===== config.mk =====
export PLATFORM = sky130hd
export DESIGN_NAME = word_rx_fifo
export DESIGN_NICKNAME = d
export VERILOG_FILES = /design/src/rtl/rxf_pkg.sv /design/src/rtl/rxf_ptr_step.sv /design/src/rtl/rxf_store.sv /design/src/rtl/rxf_wr_ctl.sv /design/src/rtl/rxf_rd_ctl.sv /design/src/rtl/word_rx_fifo.sv
export SDC_FILE = /design/constraint.sdc
export NUM_CORES = 2
export LEC_CHECK = 0
export BUFFER_PORTS_ARGS = -buffer_cell sky130_fd_sc_hd__buf_4
export CAP_MARGIN = 15
export CELL_PAD_IN_SITES_DETAIL_PLACEMENT = 0
export CELL_PAD_IN_SITES_GLOBAL_PLACEMENT = 1
export CORE_MARGIN = 4
export CORE_UTILIZATION = 50
export DETAILED_ROUTE_END_ITERATION = 8
export HOLD_SLACK_MARGIN = 0.08
export PLACE_DENSITY = 0.72
export SLEW_MARGIN = 5
export SYNTH_ARGS = -nofsm -noshare
export SYNTH_HDL_FRONTEND = slang
export SYNTH_HIERARCHICAL = 1
export SYNTH_SLANG_ARGS = --single-unit

===== constraint.sdc =====
create_clock -name clk -period 12.04 [get_ports clk]
set_clock_uncertainty 0.15 [all_clocks]
set_input_delay 0 -clock clk [delete_from_list [all_inputs] [get_ports clk]]
set_output_delay 0 -clock clk [all_outputs]
set_load 0.005 [all_outputs]

===== src/rtl/rxf_pkg.sv =====
package rxf_pkg;
   typedef enum logic [0:0] {
      WS_IDLE = 1'b0,
      WS_BUSY = 1'b1
   } wr_state_e;

   function automatic bit is_pow2(input int v);
      return (v > 0) && ((v & (v - 1)) == 0);
   endfunction
endpackage


===== src/rtl/rxf_ptr_step.sv =====
module rxf_ptr_step #(
   parameter int DEPTH = 64,
   parameter int PTR_W = 6
) (
   input  logic [PTR_W-1:0] cur,
   output logic [PTR_W-1:0] nxt
);
   localparam bit POW2 = rxf_pkg::is_pow2(DEPTH);
   localparam logic [PTR_W-1:0] LAST = PTR_W'(DEPTH - 1);

   generate
      if (POW2) begin : g_natural
         assign nxt = cur + PTR_W'(1);
      end else begin : g_compare
         assign nxt = (cur == LAST) ? '0 : cur + PTR_W'(1);
      end
   endgenerate
endmodule


===== src/rtl/rxf_store.sv =====
module rxf_store #(
   parameter int DEPTH  = 64,
   parameter int WORD_W = 32,
   parameter int PTR_W  = 6
) (
   input  logic              clk,
   input  logic              we,
   input  logic [PTR_W-1:0]  waddr,
   input  logic [WORD_W-1:0] wdata,
   input  logic [PTR_W-1:0]  raddr,
   output logic [WORD_W-1:0] rdata
);
   logic [WORD_W-1:0] mem [DEPTH];

   always_ff @(posedge clk) begin
      if (we) mem[waddr] <= wdata;
   end

   assign rdata = mem[raddr];
endmodule


===== src/rtl/rxf_wr_ctl.sv =====
module rxf_wr_ctl #(
   parameter int DEPTH     = 64,
   parameter int MAX_FRAME = 20,
   parameter int PTR_W     = 6,
   parameter int FILL_W    = 7,
   parameter int LEN_W     = 5
) (
   input  logic              clk,
   input  logic              rst_n,
   input  logic              flush,
   input  logic              wr_start,
   input  logic              wr_valid,
   input  logic [LEN_W-1:0]  wr_len,
   input  logic [FILL_W-1:0] fill,
   output logic              mem_we,
   output logic [PTR_W-1:0]  wr_ptr,
   output logic              commit,
   output logic              reject
);
   import rxf_pkg::*;

   localparam int SUM_W = ((FILL_W > LEN_W) ? FILL_W : LEN_W) + 1;
   localparam logic [SUM_W-1:0] CAP_S = SUM_W'(DEPTH);
   localparam logic [LEN_W-1:0] MAX_L = LEN_W'(MAX_FRAME);
   localparam logic [LEN_W-1:0] ONE_L = LEN_W'(1);

   wr_state_e        state_q;
   logic [LEN_W-1:0] left_q;
   logic [PTR_W-1:0] ptr_q;
   logic [PTR_W-1:0] ptr_nxt;
   logic [SUM_W-1:0] need;
   logic             fits;
   logic             len_ok;
   logic             start_ok;
   logic             cont;

   rxf_ptr_step #(.DEPTH(DEPTH), .PTR_W(PTR_W)) u_step (
      .cur (ptr_q),
      .nxt (ptr_nxt)
   );

   always_comb begin
      need     = SUM_W'(fill) + SUM_W'(wr_len);
      fits     = need <= CAP_S;
      len_ok   = (wr_len != '0) && (wr_len <= MAX_L);
      start_ok = wr_start && wr_valid && (state_q == WS_IDLE) && len_ok && fits;
      reject   = wr_start && wr_valid && !start_ok;
      cont     = wr_valid && !wr_start && (state_q == WS_BUSY);
      mem_we   = start_ok || cont;
      commit   = (start_ok && (wr_len == ONE_L)) || (cont && (left_q == ONE_L));
   end

   always_ff @(posedge clk) begin
      if (!rst_n || flush) begin
         state_q <= WS_IDLE;
         left_q  <= '0;
         ptr_q   <= '0;
      end else begin
         if (mem_we) ptr_q <= ptr_nxt;
         if (start_ok) begin
            left_q  <= wr_len - ONE_L;
            state_q <= (wr_len == ONE_L) ? WS_IDLE : WS_BUSY;
         end else if (cont) begin
            left_q <= left_q - ONE_L;
            if (left_q == ONE_L) state_q <= WS_IDLE;
         end
      end
   end

   assign wr_ptr = ptr_q;
endmodule


===== src/rtl/rxf_rd_ctl.sv =====
module rxf_rd_ctl #(
   parameter int DEPTH       = 64,
   parameter int WORD_W      = 32,
   parameter int PTR_W       = 6,
   parameter int FILL_W      = 7,
   parameter int HDR_CNT_LSB = 11,
   parameter int HDR_CNT_W   = 5
) (
   input  logic              clk,
   input  logic              rst_n,
   input  logic              flush,
   input  logic              rd_en,
   input  logic [FILL_W-1:0] frames,
   input  logic [WORD_W-1:0] mem_rdata,
   output logic [PTR_W-1:0]  rd_ptr,
   output logic              pop,
   output logic              frame_done,
   output logic [WORD_W-1:0] rd_data
);
   localparam logic [HDR_CNT_W-1:0] ONE_R = HDR_CNT_W'(1);

   logic [PTR_W-1:0]     ptr_q;
   logic [PTR_W-1:0]     ptr_nxt;
   logic [HDR_CNT_W-1:0] rem_q;
   logic [HDR_CNT_W-1:0] hdr_cnt;
   logic                 in_frame;
   logic [WORD_W-1:0]    data_q;

   rxf_ptr_step #(.DEPTH(DEPTH), .PTR_W(PTR_W)) u_step (
      .cur (ptr_q),
      .nxt (ptr_nxt)
   );

   always_comb begin
      hdr_cnt    = mem_rdata[HDR_CNT_LSB +: HDR_CNT_W];
      in_frame   = rem_q != '0;
      pop        = rd_en && (frames != '0);
      frame_done = pop && (in_frame ? (rem_q == ONE_R) : (hdr_cnt == '0));
   end

   always_ff @(posedge clk) begin
      if (!rst_n) begin
         ptr_q  <= '0;
         rem_q  <= '0;
         data_q <= '0;
      end else if (flush) begin
         ptr_q <= '0;
         rem_q <= '0;
      end else if (pop) begin
         data_q <= mem_rdata;
         ptr_q  <= ptr_nxt;
         rem_q  <= in_frame ? rem_q - ONE_R : hdr_cnt;
      end else if (rd_en) begin
         data_q <= '0;
      end
   end

   assign rd_ptr  = ptr_q;
   assign rd_data = data_q;
endmodule


===== src/rtl/word_rx_fifo.sv =====
module word_rx_fifo #(
   parameter int DEPTH_WORDS     = 64,
   parameter int WORD_W          = 32,
   parameter int MAX_FRAME_WORDS = 20,
   parameter int HDR_CNT_LSB     = 11,
   parameter int HDR_CNT_W       = 5,
   parameter int CTR_W           = 16,
   localparam int PTR_W  = $clog2(DEPTH_WORDS),
   localparam int FILL_W = $clog2(DEPTH_WORDS + 1),
   localparam int LEN_W  = $clog2(MAX_FRAME_WORDS + 1)
) (
   input  logic              clk,
   input  logic              rst_n,
   input  logic              wr_start,
   input  logic [LEN_W-1:0]  wr_len,
   input  logic              wr_valid,
   input  logic [WORD_W-1:0] wr_data,
   input  logic              rd_en,
   output logic [WORD_W-1:0] rd_data,
   input  logic              cmd_flush,
   input  logic              cmd_clr_overrun,
   input  logic              cmd_clr_rx_ctr,
   output logic [PTR_W-1:0]  rd_ptr,
   output logic [PTR_W-1:0]  wr_ptr,
   output logic [FILL_W-1:0] capacity_words,
   output logic [FILL_W-1:0] free_words,
   output logic [FILL_W-1:0] frame_count,
   output logic              rx_empty,
   output logic              rx_full,
   output logic              overrun_flag,
   output logic              overrun_evt,
   output logic              rx_evt,
   output logic [CTR_W-1:0]  rx_frame_ctr
);
   localparam logic [FILL_W-1:0] CAP = FILL_W'(DEPTH_WORDS);

   initial begin
      assert (DEPTH_WORDS >= 2) else $error("DEPTH_WORDS must be at least 2");
      assert (MAX_FRAME_WORDS >= 1 && MAX_FRAME_WORDS <= DEPTH_WORDS)
         else $error("MAX_FRAME_WORDS must lie in 1..DEPTH_WORDS");
      assert ((1 << HDR_CNT_W) >= MAX_FRAME_WORDS)
         else $error("header count field too narrow for MAX_FRAME_WORDS");
      assert (HDR_CNT_LSB + HDR_CNT_W <= WORD_W)
         else $error("header count field outside the word");
      assert (CTR_W >= 1) else $error("CTR_W must be positive");
   end

   logic [FILL_W-1:0] fill;
   logic [FILL_W-1:0] frames_q;
   logic              mem_we;
   logic              commit;
   logic              reject;
   logic              pop;
   logic              frame_done;
   logic [WORD_W-1:0] mem_rdata;
   logic              ovr_q;
   logic              ovr_evt_q;
   logic              rx_evt_q;
   logic [CTR_W-1:0]  ctr_q;

   rxf_wr_ctl #(
      .DEPTH(DEPTH_WORDS), .MAX_FRAME(MAX_FRAME_WORDS),
      .PTR_W(PTR_W), .FILL_W(FILL_W), .LEN_W(LEN_W)
   ) u_wr (
      .clk      (clk),
      .rst_n    (rst_n),
      .flush    (cmd_flush),
      .wr_start (wr_start),
      .wr_valid (wr_valid),
      .wr_len   (wr_len),
      .fill     (fill),
      .mem_we   (mem_we),
      .wr_ptr   (wr_ptr),
      .commit   (commit),
      .reject   (reject)
   );

   rxf_store #(.DEPTH(DEPTH_WORDS), .WORD_W(WORD_W), .PTR_W(PTR_W)) u_store (
      .clk   (clk),
      .we    (mem_we),
      .waddr (wr_ptr),
      .wdata (wr_data),
      .raddr (rd_ptr),
      .rdata (mem_rdata)
   );

   rxf_rd_ctl #(
      .DEPTH(DEPTH_WORDS), .WORD_W(WORD_W), .PTR_W(PTR_W), .FILL_W(FILL_W),
      .HDR_CNT_LSB(HDR_CNT_LSB), .HDR_CNT_W(HDR_CNT_W)
   ) u_rd (
      .clk        (clk),
      .rst_n      (rst_n),
      .flush      (cmd_flush),
      .rd_en      (rd_en),
      .frames     (frames_q),
      .mem_rdata  (mem_rdata),
      .rd_ptr     (rd_ptr),
      .pop        (pop),
      .frame_done (frame_done),
      .rd_data    (rd_data)
   );

   always_ff @(posedge clk) begin
      if (!rst_n) begin
         fill      <= '0;
         frames_q  <= '0;
         ovr_q     <= 1'b0;
         ovr_evt_q <= 1'b0;
         rx_evt_q  <= 1'b0;
         ctr_q     <= '0;
      end else begin
         if (cmd_flush) begin
            fill     <= '0;
            frames_q <= '0;
         end else begin
            fill     <= fill + FILL_W'(mem_we) - FILL_W'(pop);
            frames_q <= frames_q + FILL_W'(commit) - FILL_W'(frame_done);
         end
         if (reject)               ovr_q <= 1'b1;
         else if (cmd_clr_overrun) ovr_q <= 1'b0;
         ovr_evt_q <= reject;
         rx_evt_q  <= commit && !cmd_flush;
         if (cmd_clr_rx_ctr)              ctr_q <= '0;
         else if (commit && !cmd_flush)   ctr_q <= ctr_q + CTR_W'(1);
      end
   end

   assign capacity_words = CAP;
   assign free_words     = CAP - fill;
   assign frame_count    = frames_q;
   assign rx_empty       = frames_q == '0;
   assign rx_full        = fill == CAP;
   assign overrun_flag   = ovr_q;
   assign overrun_evt    = ovr_evt_q;
   assign rx_evt         = rx_evt_q;
   assign rx_frame_ctr   = ctr_q;
endmodule


Word level (Yosys, flattened, before mapping)
Memories as Yosys holds them, arrays and structs flattened. A register that Yosys moved wholly into a read port is not among the register bits.
Index checks and enable logic that the tools add are counted.
{"block": "classes", "n_addsub": 12, "n_mul": 0, "div_mod_pow": 0, "n_lt_le_gt_ge": 2, "n_eq_ne": 4, "shifts": 0, "n_mux": 16, "bitwise_logic": 3, "n_reduce_logical": 33}
{"op": "$mux 32", "n": 2}
{"op": "$add 16x1->16 const B", "n": 1}
{"op": "$eq 5x1->1 const B", "n": 3}
{"op": "$mux 5", "n": 3}
{"op": "$sub 5x1->5 const B", "n": 3}
{"op": "$add 7x1->7", "n": 2}
{"op": "$sub 7x1->7", "n": 2}
{"op": "$logic_and 1x1->1", "n": 13}
{"op": "$add 6x1->6 const B", "n": 2}
{"op": "$mux 6", "n": 2}
{"op": "$reduce_bool 5->1", "n": 2}
{"op": "$mux 1", "n": 9}
{"op": "$add 7x5->8", "n": 1}
{"op": "$le 8x7->1 const B", "n": 1}
{"op": "$reduce_bool 2->1", "n": 4}
{"op": "$eq 7x7->1 const B", "n": 1}
{"op": "$logic_not 7->1", "n": 1}
{"op": "$reduce_bool 7->1", "n": 1}
{"op": "$sub 7x7->7 const A", "n": 1}
{"op": "$le 5x5->1 const B", "n": 1}
{"op": "$logic_not 5->1", "n": 1}
{"op": "$logic_not 1->1", "n": 4}
{"op": "$reduce_and 2->1", "n": 2}
{"op": "$reduce_or 2->1", "n": 2}
{"op": "other kinds (2)", "n": 6}
{"block": "totals", "ff_bits": 88, "latch_bits": 0, "mem_bits_rw": 2048, "romBits": 0, "input_bits": 45, "output_inout_bits": 86, "wordCells": 83, "memories": 1}
{"memory": "u_store.mem", "words": 64, "width": 32, "rd": 1, "rd_clocked_by_memory_dff": 1, "write_ports": 1, "line": "rxf_store.sv:13", "source": "logic [WORD_W-1:0] mem [DEPTH];"}

Longest topological paths before layout
{"block": "logic_depth", "depth_word": 8, "ltp_mapped": 22, "mapped_depth_nobuf": 18}

By module
Netlist, hierarchy kept.
{"module": "rxf_store", "n_inst": 1, "cells_per_inst": 3292, "area_each_um2": 77874.7, "seq_area_each_um2": 61499.0}
{"module": "rxf_rd_ctl", "n_inst": 1, "cells_per_inst": 255, "area_each_um2": 2243.4, "seq_area_each_um2": 860.8}
{"module": "word_rx_fifo", "n_inst": 1, "cells_per_inst": 241, "area_each_um2": 2075.7, "seq_area_each_um2": 660.6}
{"module": "rxf_wr_ctl", "n_inst": 1, "cells_per_inst": 125, "area_each_um2": 1062.3, "seq_area_each_um2": 240.2}
{"module": "rxf_ptr_step", "n_inst": 2, "cells_per_inst": 9, "area_each_um2": 77.6, "seq_area_each_um2": 0.0}

Worst setup path before layout
No wires, ideal clock.
{"block": "synth_path", "path_kind": "flip-flop to flip-flop", "start": "register fill[0]", "end": "memory u_store.mem[48][0], enable pin", "setup_time_ns": 0.461, "arrival_ns": 4.780, "required_ns": 11.429, "path_slack_ns": 6.649, "path_stages_with_launch": 12, "path_buffers": 0, "synth_period_minus_slack_ns": 5.391, "cell_sequence": "dfxtp_1 > ha_1 > fa_1 > a21o_1 > a2111o_1 > o311a_2 > o31ai_4 > nand2_2 > nand2_1 > nor2b_1 > nand4b_1 > nor3_1"}
{"block": "synth_via", "elab_chain_len": 6}
{"element": "start, declared", "line": "word_rx_fifo.sv:48", "source": "logic [FILL_W-1:0] fill;"}
{"element": "start signal, assigned", "line": "word_rx_fifo.sv:116", "source": "fill <= fill + FILL_W'(mem_we) - FILL_W'(pop);"}
{"element": "$add 7x5->8", "line": "rxf_wr_ctl.sv:43", "source": "need = SUM_W'(fill) + SUM_W'(wr_len);"}
{"element": "$le 8x7->1", "line": "rxf_wr_ctl.sv:44", "source": "fits = need <= CAP_S;"}
{"element": "$logic_and 1x1->1", "line": "rxf_wr_ctl.sv:46", "source": "start_ok = wr_start && wr_valid && (state_q == WS_IDLE) && len_ok && fits;"}
{"element": "$logic_or 1x1->1", "line": "rxf_wr_ctl.sv:49", "source": "mem_we = start_ok || cont;"}
{"element": "net mem_we", "line": "word_rx_fifo.sv:50", "source": "logic mem_we;"}
{"element": "$mux 1", "line": "rxf_store.sv:16", "source": "if (we) mem[waddr] <= wdata;"}
{"element": "$mux 1 (not written as such)", "line": "rxf_store.sv:16"}
{"element": "end, declared", "line": "rxf_store.sv:13"}
The timed path passes the listed nets, and every way through them passes these cells.

==> metrics <==
MaxCap Viol Count 0; Starting Density 50.4%; Hold Path Origin rst_n; mux contribution to synthesized area between 15 and 20%; Placed Cells incl. Taps approximately 6,100; critical path capture point type flip-flop; Post-synth top flop edfxtp_1; status complete, no violations; Reg power frac 54.5%; Pint about 12,000 µW; Antenna Nets Post-Route 0; minimum clock period 6.79 ns; DIE WIDTH ~420 µm; Area contributors post-synth edfxtp_1 74%, mux4_2 15%, dfxtp_1 2.1%; simple-gate share of the synthesized area 2.59%; Final Cycle Share 56.4%; global router's overall resource usage about a quarter; Synth Area in Adders less than 1%; depth of the worst hold-timing path 3; worst-path fanout max 121; #FFs+latches synth about 2,100; Switching Share 20.0%; Hold Path End u_rd/rd_data[5]; Top Ports 131; Max Slew Vio Count 0; Reg clk slew, reported paths 0.06 ns; top cell type's share of synthesized area roughly three quarters; root buffer cell clkbuf_16; final hold vios 0; Cell Pwr Density 157 nW/µm²; DP HPWL 115,000 µm; Site Rows between 100 and 150; hold_buf cts 73; Worst Path Arrival ~7.4 ns; first-pass GRT wire length 306,000 µm; XOR/XNOR Fraction of Synth Area 0.408%; RR Endpoint frame_count[6]; Clock Power Share a little over two fifths; Pre-antenna DRT Iters 6; synthesis-to-finish area growth 13.9%; core area 165,000 µm²; Syn. warnings 6; overflow left after global routing 0; Seq/Total Area, Yosys 75.8%; # Post-CTS Setup Buffers 0; # setup viols final 0; Net Switching 2990 µW; clk buf depth 3; I/O Buffers 123; detailed-route DRC error count 0; most frequent cells in the layout 2,048 x edfxtp_1, 544 x mux4_2, 224 x buf_4, 208 x clkbuf_16; Req. time, crit path 12.63 ns; Post-synth EDFFs a little over 2,000; slowest CP cell dfxtp_4; Crit path max-delay family simple AND/OR/NAND/NOR gates; vias in the first global route approximately 41,000; Num CTS Buffers ~210; FF-to-FF setup slack 5.25 ns; post-synth cell types between 80 and 90; CP Class flip-flop to flip-flop; nets@finish 4,313; vias per inst 6.28; area of the die 173,000 µm²; Max Clk Rate 147 MHz; clock latency on the worst-skew pair around 0.83 ns; reg2reg path depth 19; Routed WL per cell between 30 and 40 µm; Synth Area per Inst 21.2 µm²; Post-synth ARST share 0%; synthesized instance count 3,931; reg2reg start u_rd/rd_ptr[1]; CP bufs+invs 4; Pleak 0.0290 µW; Final GP Congestion slightly above 0.8; post-synth top area cell edfxtp_1; largest family of logic cells by synthesized area multiplexers; combinational power share approximately 1.6%; fin cells 6,607; layout cells sized above 1 26.6%; DRT Wirelength 213,000 µm; post-CTS sizing 0; post-synthesis compound-gate area fraction ~2.9%; H-tree depth 4; initial antenna violation count 9; worst min path class primary input to flip-flop; crit-path cells buf_12 -> buf_4 -> mux4_2 -> o22ai_1 -> nor2_1 -> a21oi_1 -> nor2_1 -> nor4_1 -> a31oi_1 -> nor4b_1 -> ha_1 -> inv_1 -> ha_1 -> inv_1 -> fa_1 -> nor2b_1 -> o311ai_0 -> nor2b_1 -> o211ai_1; Die H 416 µm; slowest stage delay, CP ~0.95 ns; total negative slack 0 ns; largest net degree at the start of global routing 122; CTS tree done; Num Clock Sinks 2,136; Worst Setup Start Kind flip-flop; via count 41,500; Relative slew margins 18.5%; DRT iter0 DRCs 5,251; Mapped Area between 80,000 and 90,000 µm²; unrepaired setup endpoints after global routing false; VDD IR-drop max 148 µV; commonest non-fill, non-tap cell in the layout edfxtp_1; worst slew pin tran 1.22 ns
synth_stat cells (37+ instances only):
cell type	count
edfxtp_1	2048
mux4_2	544
nor2_1	165
mux2i_1	103
dfxtp_1	88
o22ai_1	88
clkbuf_1	86
a21oi_1	82
nand2_1	75
inv_1	72
buf_2	67
ha_1	37
worst max path at each step:
stage / startpoint / to / slack [ns] / cells past startpoint
finish: u_rd/rd_ptr[1] / frame_count[6] / 5.25 / 19
CTS: u_rd/rd_ptr[1] / frame_count[6] / 5.17 / 19
global placement: u_rd/rd_ptr[1] / frame_count[6] / 5.21 / 19
detailed placement: u_rd/rd_ptr[1] / frame_count[6] / 5.19 / 19
global route: u_rd/rd_ptr[0] / frame_count[6] / 4.82 / 19
floorplan: fill[0] / u_store/mem[48][0] / 6.65 / 11
sequential cells by signal, indices dropped and copies added (netlist names):
register / flops
u_rd/rd_data: 32
overrun_flag: 1
u_rd/rd_ptr: 6
u_wr/left_q: 5
u_wr/state_q: 1
rx_frame_ctr: 16
frame_count: 7
overrun_evt: 1
rx_evt: 1
u_rd/rem_q: 5
fill: 7
u_store/mem: 2048
u_wr/wr_ptr: 6
power groups by stage:
stage                     clock [µW]  sequential (µW)  combinational, µW
after floorplan                    0             8300               57.2
after global placement             0             8300                221
after detailed placement           0             8300                230
after CTS                       6660             8150                249
after global routing            6990             8140                266
final                           6550             8150                246
per-stage QoR:
stage          cell area (µm²)  worst slack (ns)  hold WS, ns  power [µW]  util [%]
6_report                 95000              5.25        0.114       14900      57.4
2_1_floorplan            83400              6.65      -0.0511        8360         -
3_5_place_dp             87400              5.19        0.170        8530      52.8
4_1_cts                  95000              5.17       0.0859       15100      57.4
5_1_grt                  95000              4.82       0.0966       15400      57.4
3_3_place_gp             87400              5.21        0.168        8520      52.8
kinds of logic after synthesis:
family / after synthesis
flops: 2136
mux: 649
simple gates: 422
compound gates: 351
buf+inv: 293
fa+ha+maj: 40
xor+xnor: 38
other cells: 2
worst reg2reg max path, stage by stage (launching register included):
cell and delay, ns:
dfxtp_4 0.95, buf_12 0.70, buf_4 0.66, mux4_2 0.40
o22ai_1 0.21, nor2_1 0.09, a21oi_1 0.38, nor2_1 0.14
nor4_1 0.38, a31oi_1 0.15, nor4b_1 0.70, ha_1 0.36
inv_1 0.05, ha_1 0.16, inv_1 0.07, fa_1 0.41
nor2b_1 0.20, o311ai_0 0.20, nor2b_1 0.18, o211ai_1 0.18
per-layer routing:
metal,track usage [%],wire length [µm],vias up
met5,0,0,-
met3,4.61,18900,295
li1,-,-,17000
met2,40.0,105000,1958
met4,8.07,6990,0
met1,34.6,83100,22200
final cells by class:
class	count	area, µm²
diodes	8	20.0
clock buffers	243	5360
clock inverters	149	1530
fillers	12000	70400
inverters	72	270
multi-input cells	1507	19300
flip-flops and latches	2136	63300
well taps	2189	2740
repair buffers	303	2530
Power figures use the tool's default switching activity.
